File: src/rtl/cop_pkg.sv
package cop_pkg;
  typedef enum logic [1:0] {
    CAUSE_NONE    = 2'b00,
    CAUSE_TIMEOUT = 2'b01,
    CAUSE_STOP    = 2'b10
  } cop_cause_e;
endpackage

File: src/rtl/cop_tick_counter.sv
// Armed flag and tick counter. Expires on the tick that would reach the final state.
module cop_tick_counter #(
  parameter int unsigned CNT_W = 3
) (
  input  logic             clk,
  input  logic             rst,
  input  logic             strap_en,
  input  logic             wd_clear,
  input  logic             svc,
  input  logic             tick,
  input  logic             run_ok,
  output logic             en_q,
  output logic [CNT_W-1:0] cnt_q,
  output logic             expire
);
  localparam int unsigned      FINAL_VAL = (1 << CNT_W) - 1;
  localparam logic [CNT_W-1:0] PRE_FINAL = CNT_W'(FINAL_VAL - 1);

  always_ff @(posedge clk) begin
    if (rst || wd_clear) begin
      en_q  <= strap_en;
      cnt_q <= '0;
    end else begin
      if (svc) en_q <= 1'b1;
      if (svc || !en_q || !run_ok) cnt_q <= '0;
      else if (tick)               cnt_q <= cnt_q + 1'b1;
    end
  end

  assign expire = en_q && tick && !svc && run_ok && (cnt_q == PRE_FINAL);
endmodule

File: src/rtl/cop_reset_stretch.sv
// Holds the reset drive until the read-back pad has been low long enough.
module cop_reset_stretch #(
  parameter int unsigned LOW_MIN = 4
) (
  input  logic clk,
  input  logic rst,
  input  logic fire,
  input  logic pin_level,
  output logic hold_q
);
  localparam int unsigned LOW_W = $clog2(LOW_MIN + 1);
  localparam logic [LOW_W-1:0] LOW_LAST = LOW_W'(LOW_MIN - 1);

  logic             pin_q;
  logic [LOW_W-1:0] low_cnt;

  always_ff @(posedge clk) begin
    if (rst) begin
      pin_q   <= 1'b1;
      hold_q  <= 1'b0;
      low_cnt <= '0;
    end else begin
      pin_q <= pin_level;
      if (!hold_q) begin
        low_cnt <= '0;
        if (fire) hold_q <= 1'b1;
      end else if (pin_q) begin
        low_cnt <= '0;
      end else if (low_cnt == LOW_LAST) begin
        hold_q  <= 1'b0;
        low_cnt <= '0;
      end else begin
        low_cnt <= low_cnt + 1'b1;
      end
    end
  end
endmodule

File: src/rtl/cop_watchdog.sv
module cop_watchdog
  import cop_pkg::*;
#(
  parameter int unsigned CNT_W   = 3,
  parameter int unsigned LOW_MIN = 4
) (
  input  logic       clk,
  input  logic       rst,
  input  logic       cfg_en_strap,
  input  logic       cfg_wait_run,
  input  logic       tick_en,
  input  logic       ctl_wr,
  input  logic       ctl_wdata,
  input  logic       stop_req,
  input  logic       wait_active,
  input  logic       pin_level,
  output logic       reset_n_drive,
  output logic       rst_request,
  output logic       skip_osc_delay,
  output logic [1:0] reset_cause
);
  logic             en_q;
  logic [CNT_W-1:0] cnt_q;
  logic             expire;
  logic             hold_q;
  logic             svc;
  logic             run_ok;
  logic             stop_hit;
  logic             fire;
  cop_cause_e       cause_q;
  logic             skip_q;

  assign svc      = ctl_wr && ctl_wdata && !hold_q;
  assign run_ok   = cfg_wait_run || !wait_active;
  assign stop_hit = en_q && stop_req;
  assign fire     = !hold_q && (expire || stop_hit);

  cop_tick_counter #(.CNT_W(CNT_W)) u_cnt (
    .clk      (clk),
    .rst      (rst),
    .strap_en (cfg_en_strap),
    .wd_clear (fire || hold_q),
    .svc      (svc),
    .tick     (tick_en),
    .run_ok   (run_ok),
    .en_q     (en_q),
    .cnt_q    (cnt_q),
    .expire   (expire)
  );

  cop_reset_stretch #(.LOW_MIN(LOW_MIN)) u_rst (
    .clk       (clk),
    .rst       (rst),
    .fire      (fire),
    .pin_level (pin_level),
    .hold_q    (hold_q)
  );

  always_ff @(posedge clk) begin
    if (rst) begin
      cause_q <= CAUSE_NONE;
      skip_q  <= 1'b0;
    end else if (fire) begin
      cause_q <= stop_hit ? CAUSE_STOP : CAUSE_TIMEOUT;
      skip_q  <= stop_hit;
    end
  end

  assign reset_n_drive  = !hold_q;
  assign rst_request    = hold_q;
  assign skip_osc_delay = skip_q;
  assign reset_cause    = cause_q;
endmodule

File: config.mk
export PLATFORM = sky130hd
export DESIGN_NAME = cop_watchdog
export DESIGN_NICKNAME = d
export VERILOG_FILES = /design/src/rtl/cop_pkg.sv /design/src/rtl/cop_tick_counter.sv /design/src/rtl/cop_reset_stretch.sv /design/src/rtl/cop_watchdog.sv
export SDC_FILE = /design/constraint.sdc
export NUM_CORES = 1
export LEC_CHECK = 0
export BUFFER_PORTS_ARGS = -buffer_cell sky130_fd_sc_hd__buf_2
export CAP_MARGIN = 20
export CORE_AREA = 2 2 45 47
export DETAILED_ROUTE_END_ITERATION = 16
export DIE_AREA = 0 0 47 49
export SYNTH_ARGS = -nofsm -noshare
export SYNTH_HDL_FRONTEND = slang
export SYNTH_HIERARCHICAL = 1
export SYNTH_SLANG_ARGS = --single-unit
File: constraint.sdc
create_clock -name clk -period 1.5 [get_ports clk]
set_input_delay 0.3 -clock clk [delete_from_list [all_inputs] [get_ports clk]]
set_output_delay 0.3 -clock clk [all_outputs]
set_load 0.01 [all_outputs]
==> results of run 1 <==
==> power by group through the flow <==
stage	Combinational (uW)	Clock (uW)	Sequential [uW]
final	119	198	320
after global routing	132	229	322
after CTS	114	212	320
after detailed placement	106	0	327
after global placement	104	0	327
after floorplan	54.6	0	331
==> logic make-up (layout without fill, tap and decap cells) <==
| kind of cell | after synthesis | count (layout) |
|---|---|---|
| AND/OR/NAND/NOR | 20 | 20 |
| flip-flops | 11 | 11 |
| AO/OA/AOI/OAI | 9 | 9 |
| buffers and inverters | 7 | 31 |
| adder cells (fa/ha/maj) | 4 | 4 |
| XOR/XNOR | 1 | 1 |
==> path summary, 6_finish.rpt <==
path,endpoint,cells past startpoint,slack (ns),from
max,u_cnt/en_q,7,-0.01,u_rst/hold_q
min,u_rst/pin_q,2,0.21,pin_level
max reg2reg,u_cnt/en_q,7,-0.01,u_rst/hold_q
min reg2reg,u_rst/low_cnt[0],1,0.42,u_rst/low_cnt[0]
==> metal layers <==
layer | up-vias | wire, um
met5 | - | 0
met4 | 0 | 0
met3 | 0 | 64
met2 | 12 | 421
met1 | 192 | 490
li1 | 229 | -
==> cell type report <==
class	instances	area (um^2)
Fill cell	204	1110
Multi-Input combinational cell	34	293
Sequential cell	11	234
Timing Repair Buffer	21	123
Tap cell	27	33.8
Clock buffer	4	26.3
Inverter	6	25.0
==> stage by stage <==
step	utilization, %	setup WS (ns)	area (um^2)
finish	39.9	-0.0103	734
global route	39.9	-0.0980	734
CTS	39.3	-0.00550	724
detailed placement	36.8	0.000462	678
global placement	36.8	0.00806	678
floorplan	-	-0.0311	544
==> cells in the final DEF, fill, tap and decap left out, drive strengths merged, types with 2 or more instances in the layout <==
cell | Yosys | final
inv | 6 | 6
nand3 | 2 | 2
nor2 | 7 | 7
buf | 1 | 21
or2 | 2 | 2
a311oi | 2 | 2
dfxtp | 10 | 10
a21oi | 3 | 3
clkbuf | 0 | 4
nand2b | 2 | 2
ha | 4 | 4
nand3b | 2 | 2
==> what timing repair did <==
item | 4_1_cts | 5_1_grt
gates resized for setup | 1 | 1
pin swaps | 1 | 1
setup buffers | 1 | 1
hold endpoints to repair | 0 | 0
setup endpoints to repair | 2 | 6
==> registers in the layout (all words and copies together) (netlist names) <==
register / cells
reset_cause: 2
u_cnt/cnt_q: 3
u_cnt/en_q: 1
u_rst/hold_q: 1
u_rst/low_cnt: 3
u_rst/pin_q: 1
==> impl_results.md, run 1 <==
- Post-CTS Hold Buffers: 0
- I/O pin total: 15
- Pin count of the biggest net entering global routing: 8
- Reg clk slew, reported paths: around 0.070 ns
- Vias: 433
- Top-count cell post-synth: dfxtp_1
- Mapped Area: 522 um^2
- Post-route ant nets: 0
- Most instantiated cells after synthesis: dfxtp_1 (10), nor2_1 (7), inv_1 (5), ha_1 (4), a21oi_1 (3)
- Crit path launch type: flop
- Total power: 637 uW
- Worst Clk Skew: 0.000760 ns
- Synth Warn #: 6
- Final worst slack: -0.0103 ns
- Core area: 1840 um^2
- Worst-margin pin slew: 0.235 ns
- Vias in the first global route: roughly 400
- Setup violators final: 1
- Row count: 16
- Sw frac: about a quarter
- Placed wire-length estimate: 779 um
- # H-tree levels: 1
- Highest clock rate: 662 MHz
- RSZ-0062 raised after global routing: yes
- Met2 Usage GRT: roughly 15%
- Failing checks: setup timing
- Sw Pwr: ~160 uW
- Mean area per synthesized cell: 10.0 um^2
- CTS buffer count: 3
- 1st-iter DRT viols: 5
- Final Critical Period: 1.51 ns
- Root Driver: clkbuf_4
- Nets@finish: 91
- ANT cells: 0
- Die height: 49 um
- Routability congestion estimate: 0.698
- Sequential share of power: 50.3%
- Final number of max-transition violations: 0
- Register area share after synthesis: 44.1%
- PwrDens: 867 nW/um^2
- Die area: 2300 um^2
- CP endpoint kind: flop
- Crit path cell chain: inv_4 -> and3_4 -> nand3b_4 -> nor2_4 -> a21oi_2 -> nand2_1 -> or3_1
- Status: finished, violations left
- Compound-Gate Fraction of Synth Area: 14.6%
- XOR/XNOR share of the synthesized area: 1.68%
- GR peak layer: met2
- Tightest Hold Check Type: primary input to flop
- GR Util met1: 14.3%
- Max Cap Violations: 0
- Clk buf depth: 2
- Flops & latches, synth: 11
- Die X: 47 um
- CP Data Required Time: between 1.5 and 2 ns
- Post-synth EDFFs: 1
- Slowest cell on crit path: dfxtp_4
- TritonCTS clock tree: done
- DP Cell Count: 97
- Wire length per cell: 9.49 um
- Final period utilization: 101%
- Post-synthesis adder-cell area fraction: 9.59%
- Cell taking the most area after synthesis: dfxtp_1
- Simple logic cell fraction of the synthesized area: about 24%
- Logic gate share of total power: 18.6%
- Largest fanout on the critical path: 2
- Syn_nets: 66
- Area share of the largest cell type after synthesis: between 30% and 40%
- Via/cell ratio: 4.20
- Setup TNS: -0.0103 ns
- Synth unique cells: 26
- Global-route wire length before repair: 1720 um
- Port bufs: 14
- GRT Overall Usage: 10.5%
- Met3 Usage GRT: 5.56%
- Critical path data arrival time: 1.53 ns
- Delay-heaviest family, CP: simple AND/OR/NAND/NOR gates
- Final Hold Fails: 0
- CP Class: flop to flop
- Remaining DRCs: 0
- Total congestion overflow: 0
- Clock sink count: 11
- Synth-to-layout area growth: 40.8%
- Rel. slew slack: 84.3%
- Worst hold slack: roughly 0.21 ns
- Wirelength, routed: 977 um
- CP peak stage delay: 0.35 ns
- Leak: 0.000312 uW
- CP bufs+invs: 1
- Clock share of power: 31.1%
- Fin cells: 103
- Largest family of logic cells by synthesized area: simple AND/OR/NAND/NOR gates
- Maximum vdd drop: 0.653 mV
- Clock latency on the worst-skew pair: 0.26 ns
- Prevailing post-synth register cell: dfxtp_1
- FFs w/ async S/R, synth: 0%
- Post-Syn Instances: 52
- Synth area leaders: dfxtp_1 (38%), ha_1 (9.6%), edfxtp_1 (5.8%)
- Mux cell area share after synthesis: 0%
- TritonRoute pass-1 iters: 2
- Initial core utilization: 28.3%
- Internal Power: 473 uW
- Share of cells above drive strength 1: between 40% and 50%
- Initial antenna violation count: 0
Power figures use the tool's default switching activity.
==> run 2: changes to the inputs <==
--- a/config.mk
+++ b/config.mk
@@ -7,9 +7,10 @@
 export LEC_CHECK = 0
 export BUFFER_PORTS_ARGS = -buffer_cell sky130_fd_sc_hd__buf_2
 export CAP_MARGIN = 20
-export CORE_AREA = 2 2 45 47
+export CORE_AREA = 2 2 39 41
 export DETAILED_ROUTE_END_ITERATION = 16
-export DIE_AREA = 0 0 47 49
+export DIE_AREA = 0 0 41 43
+export PLACE_DENSITY = 0.65
 export SYNTH_ARGS = -nofsm -noshare
 export SYNTH_HDL_FRONTEND = slang
 export SYNTH_HIERARCHICAL = 1
==> impl_results.md, run 2 (same netlist as run 1, synthesis figures left out) <==
- Status: complete, no violations
- Placed wire-length estimate: 819 um (+5.1%)
- Final Util: 52.1% (+12 points)
- Global-route wire length before repair: 1730 um (+0.76%)
- Initial core utilization: 37.7% (+9.4 points)
- Clock latency on the worst-skew pair: 0.27 ns (about the same)
- Total congestion overflow: 0 (unchanged)
- Final Critical Period: 1.49 ns (-0.0173 ns)
- Remaining DRCs: 0 (unchanged)
- Die height: 43 um (-12%)
- Leak: 0.000309 uW (-1.2%)
- Clock sink count: 11 (unchanged)
- Post-CTS Hold Buffers: 0 (unchanged)
- Core area: 1380 um^2 (-25%)
- Reg clk slew, reported paths: 0.07 ns (about the same)
- Synth-to-layout area growth: 38.1%
- I/O pin total: 15 (unchanged)
- CP Class: flop to flop
- Max Cap Violations: 0 (unchanged)
- Vias in the first global route: 399 (+0.25%)
- Largest fanout on the critical path: 2 (unchanged)
- Rel. slew slack: 84.0% (-0.32 points)
- Final Hold Fails: 0 (unchanged)
- Maximum vdd drop: 0.354 mV (-46%)
- Wire length per cell: 11.5 um (+21%)
- ANT cells: 0 (unchanged)
- Vias: 453 (+4.6%)
- Final period utilization: 99.5% (-1.2 points)
- GRT Overall Usage: 15.6% (+5.1 points)
- Highest clock rate: 670 MHz (+1.2%)
- Via/cell ratio: 4.98 (+18%)
- RSZ-0062 raised after global routing: yes
- CP endpoint kind: flop
- Clk buf depth: 2 (unchanged)
- Port bufs: 14 (unchanged)
- 1st-iter DRT viols: 3 (-2)
- CTS buffer count: 3 (unchanged)
- PwrDens: 893 nW/um^2 (+3.0%)
- Die X: 41 um (-13%)
- TritonRoute pass-1 iters: 4 (+2)
- Nets@finish: 90 (-1.1%)
- Wirelength, routed: 1040 um (+6.9%)
- Crit path launch type: flop
- # H-tree levels: 1 (unchanged)
- Routability congestion estimate: 0.747 (+7.1%)
- Row count: 14 (-2)
- TritonCTS clock tree: done
- Critical path data arrival time: 1.53 ns (about the same)
- Total power: 644 uW (+1.1%)
- Root Driver: clkbuf_4
- Die area: 1760 um^2 (-23%)
- CP Data Required Time: 1.54 ns (+0.02 ns)
- Tightest Hold Check Type: primary input to flop
- Worst-margin pin slew: 0.240 ns (+0.00475 ns)
- Worst Clk Skew: 0.00175 ns (+0.000994 ns)
- Most frequent cells in the layout: buf_2 (14), dfxtp_1 (9), nor2_1 (6), buf_4 (6), inv_1 (5)
- Final number of max-transition violations: 0 (unchanged)
- Post-route ant nets: 0 (unchanged)
- # Post-CTS Setup Buffers: 0 (-1)
- Commonest non-fill, non-tap cell in the layout: buf_2
- Pin count of the biggest net entering global routing: 8 (unchanged)
- Share of cells above drive strength 1: 46.7% (+0.61 points)
- Setup violators final: 0 (-1)
- Initial antenna violation count: 0 (unchanged)
==> run 2: power breakdown <==
group          total (uW)  switching, uW  internal (uW)
clock network         210            107            103
logic                 114           56.9           56.8
registers             320           11.3            309
total                 644            175            469
==> run 2: final timing paths <==
check | start | to | slack [ns] | cells after the start
worst max-delay path | u_rst/hold_q | u_cnt/en_q | 0.007 | 7
worst min-delay path | pin_level | u_rst/pin_q | 0.20 | 2
worst max register to register | u_rst/hold_q | u_cnt/en_q | 0.007 | 7
worst min register to register | u_rst/low_cnt[0] | u_rst/low_cnt[0] | 0.42 | 1
==> run 2: what timing repair did <==
item	4_1_cts	5_1_grt
gates resized for setup	1	2
endpoints found under the setup margin	1	4
pin swaps	0	1
==> run 2: cell type report <==
class	instances	area (um^2)
Fill cell	141	663
Tap cell	16	20.0
Timing Repair Buffer	20	115
Clock buffer	4	26.3
Sequential cell	11	234
Inverter	6	25.0
Multi-Input combinational cell	34	300
==> run 2: worst max-delay path, stage by stage, from the launching register on <==
cell and delay [ns]:
dfxtp_4 0.35, inv_4 0.05, and3_4 0.17, nand3b_4 0.13, nor2_4 0.04, a21oi_2 0.11
nand2_1 0.09, or3_1 0.32
==> run 2: through the flow <==
| step | cell area, um^2 | TNS, ns | hold slack, ns | std cells | setup WS (ns) |
|---|---|---|---|---|---|
| floorplan | 544 | -0.0311 | 0.362 | 52 | -0.0311 |
| global placement | 672 | 0 | 0.412 | 87 | 0.0318 |
| detailed placement | 672 | 0 | 0.410 | 87 | 0.00565 |
| CTS | 711 | 0 | 0.190 | 91 | 0.00897 |
| global route | 721 | -0.100 | 0.206 | 91 | -0.0491 |
| finish | 721 | 0 | 0.200 | 91 | 0.00698 |
==> run 2: routing by layer <==
layer	global-route usage, %	wire [um]	up-vias
met2	20.6	492	11
met1	20.0	484	211
li1	-	-	225
met3	4.71	37	6
met4	12.0	29	0
met5	0	0	-
==> run 3: changes to the inputs <==
--- a/config.mk
+++ b/config.mk
@@ -10,7 +10,7 @@
 export CORE_AREA = 2 2 39 41
 export DETAILED_ROUTE_END_ITERATION = 16
 export DIE_AREA = 0 0 41 43
-export PLACE_DENSITY = 0.65
+export PLACE_DENSITY = 0.72
 export SYNTH_ARGS = -nofsm -noshare
 export SYNTH_HDL_FRONTEND = slang
 export SYNTH_HIERARCHICAL = 1
==> constraint.sdc (replaced) <==
create_clock -name clk -period 1.5 [get_ports clk]
set_input_delay 0.3 -clock clk [delete_from_list [all_inputs] [get_ports clk]]
set_output_delay 0.3 -clock clk [all_outputs]
set_load 0.005 [all_outputs]
==> impl_results.md, run 3 (same netlist as run 1, synthesis figures left out) <==
- Status: complete, no violations
- Setup TNS: 0 ns (unchanged)
- Multi-input gate area: 300 um^2 (unchanged)
- Wirelength, routed: 1040 um (-0.77%)
- Tightest Hold Check Type: primary input to flop
- CTS buffer count: 3 (unchanged)
- CP peak stage delay: 0.35 ns (about the same)
- Die height: 43 um (unchanged)
- Clk buf depth: 2 (unchanged)
- Met2 routed WL: 522 um (+6.1%)
- RSZ-0062 raised after global routing: yes
- Die X: 41 um (unchanged)
- Initial core utilization: 37.7% (unchanged)
- GRT Overall Usage: 12.9% (-2.6 points)
- Total congestion overflow: 0 (unchanged)
- Share of cells above drive strength 1: 46.7% (unchanged)
- Met3 WL: 44 um (+19%)
- Remaining DRCs: 0 (unchanged)
- Final Util: 52.1% (unchanged)
- R2r worst-path depth: 7 (unchanged)
- Final period utilization: 99.5% (about the same)
- # H-tree levels: 1 (unchanged)
- TritonCTS clock tree: done
- Design area: 721 um^2 (unchanged)
- PwrDens: 875 nW/um^2 (-2.0%)
- CP Class: flop to flop
- FF+latch area: 234 um^2 (unchanged)
- Most frequent cells in the layout: buf_2 (14), dfxtp_1 (9), nor2_1 (6), buf_4 (6), inv_1 (5)
- Clock latency on the worst-skew pair: 0.26 ns (about the same)
- Maximum vdd drop: 0.392 mV (+11%)
- Final worst slack: 0.00798 ns (+0.00100 ns)
- Vias in the first global route: 371 (-7.0%)
- Critical path data arrival time: 1.51 ns (-0.02 ns)
- Crit path launch type: flop
- Slowest cell on crit path: dfxtp_4
- Worst-margin pin slew: 0.237 ns (-0.00318 ns)
- Pre-CTS WS: 0.0165 ns (+0.0109 ns)
- Post-route ant nets: 0 (unchanged)
- Wire length per cell: 11.4 um (-0.77%)
- Highest clock rate: 670 MHz (about the same)
- Final Hold Fails: 0 (unchanged)
- Commonest non-fill, non-tap cell in the layout: buf_2
- Pin count of the biggest net entering global routing: 8 (unchanged)
- Max Cap Violations: 0 (unchanged)
- Port bufs: 14 (unchanged)
- Clock sink count: 11 (unchanged)
- TritonRoute pass-1 iters: 1 (-3)
- Worst Clk Skew: 0.00300 ns (+0.00125 ns)
- I/O pin total: 15 (unchanged)
- Global-route wire length before repair: 1390 um (-20%)
- Core area: 1380 um^2 (unchanged)
- Placed cell area: 664 um^2 (-1.1%)
- Initial antenna violation count: 0 (unchanged)
- Top Metal Used: met4
- Rel. slew slack: 84.1% (+0.11 points)
- Die area: 1760 um^2 (unchanged)
- Setup violators final: 0 (unchanged)
- Vias: 451 (-0.44%)
- WHS Path Cells: 2 (unchanged)
- Placed wire-length estimate: 728 um (-11%)
- Largest fanout on the critical path: 2 (unchanged)
- Routability congestion estimate: 0.720 (-3.6%)
- Row count: 14 (unchanged)
- Leak: 0.000308 uW (-0.11%)
- Reg clk slew, reported paths: 0.07 ns (about the same)
- Nets@finish: 90 (unchanged)
- # fillers: 126 (-11%)
- ANT cells: 0 (unchanged)
- Final number of max-transition violations: 0 (unchanged)
- Root Driver: clkbuf_4
- Synth-to-layout area growth: 38.1% (unchanged)
- Crit path cell chain: inv_4 -> and3_4 -> nand3b_4 -> nor2_4 -> a21oi_2 -> nand2_1 -> or3_1
- Via/cell ratio: 4.96 (-0.44%)
- 1st-iter DRT viols: 0 (-3)
- Final Critical Period: 1.49 ns (-0.00100 ns)
- Post-CTS Hold Buffers: 0 (unchanged)
- CP endpoint kind: flop
- CP Data Required Time: 1.52 ns (-0.02 ns)
- Wl on met1: 446 um (-7.9%)
[run 3: routing by layer]
metal,global-route usage [%],vias up
met5,0,-
met4,14.0,0
met3,4.71,2
met2,19.1,10
met1,12.1,211
li1,-,228
[run 3: stage by stage]
stage	hold slack [ns]	instances	total power, uW
after floorplan	0.362	52	382
after global placement	0.406	86	425
after detailed placement	0.416	86	427
after CTS	0.201	90	632
after global routing	0.205	91	668
final	0.212	91	631
[run 3: critical path: cells and delay by family, from the launching register on]
family | cells | cell delay [ns]
simple gates | 5 | 0.75
flops | 1 | 0.35
compound gates | 1 | 0.11
buf+inv | 1 | 0.05
[run 3: path summary, 6_finish.rpt]
path         slack, ns               end             start
max              0.008        u_cnt/en_q      u_rst/hold_q
max reg2reg      0.008        u_cnt/en_q      u_rst/hold_q
min               0.21       u_rst/pin_q         pin_level
min reg2reg       0.42  u_rst/low_cnt[0]  u_rst/low_cnt[0]
[run 3: what timing repair did]
action / in CTS / in global routing
setup buffers: 0 / 1
resized for setup: 0 / 3
setup endpoints to repair: 0 / 3
[run 3: area by class of cell]
| cell class | count | area share (%) |
|---|---|---|
| Sequential cell | 11 | 32.5 |
| Inverter | 6 | 3.47 |
| Clock buffer | 4 | 3.65 |
| Tap cell | 16 | 2.78 |
| Multi-Input combinational cell | 34 | 41.7 |
| Timing Repair Buffer | 20 | 16.0 |
[run 3: report_power, final]
part	internal, uW	switching [uW]	total, uW
registers	309	11.2	320
clock network	103	94.5	197
logic	58.2	54.9	113
total	470	161	631
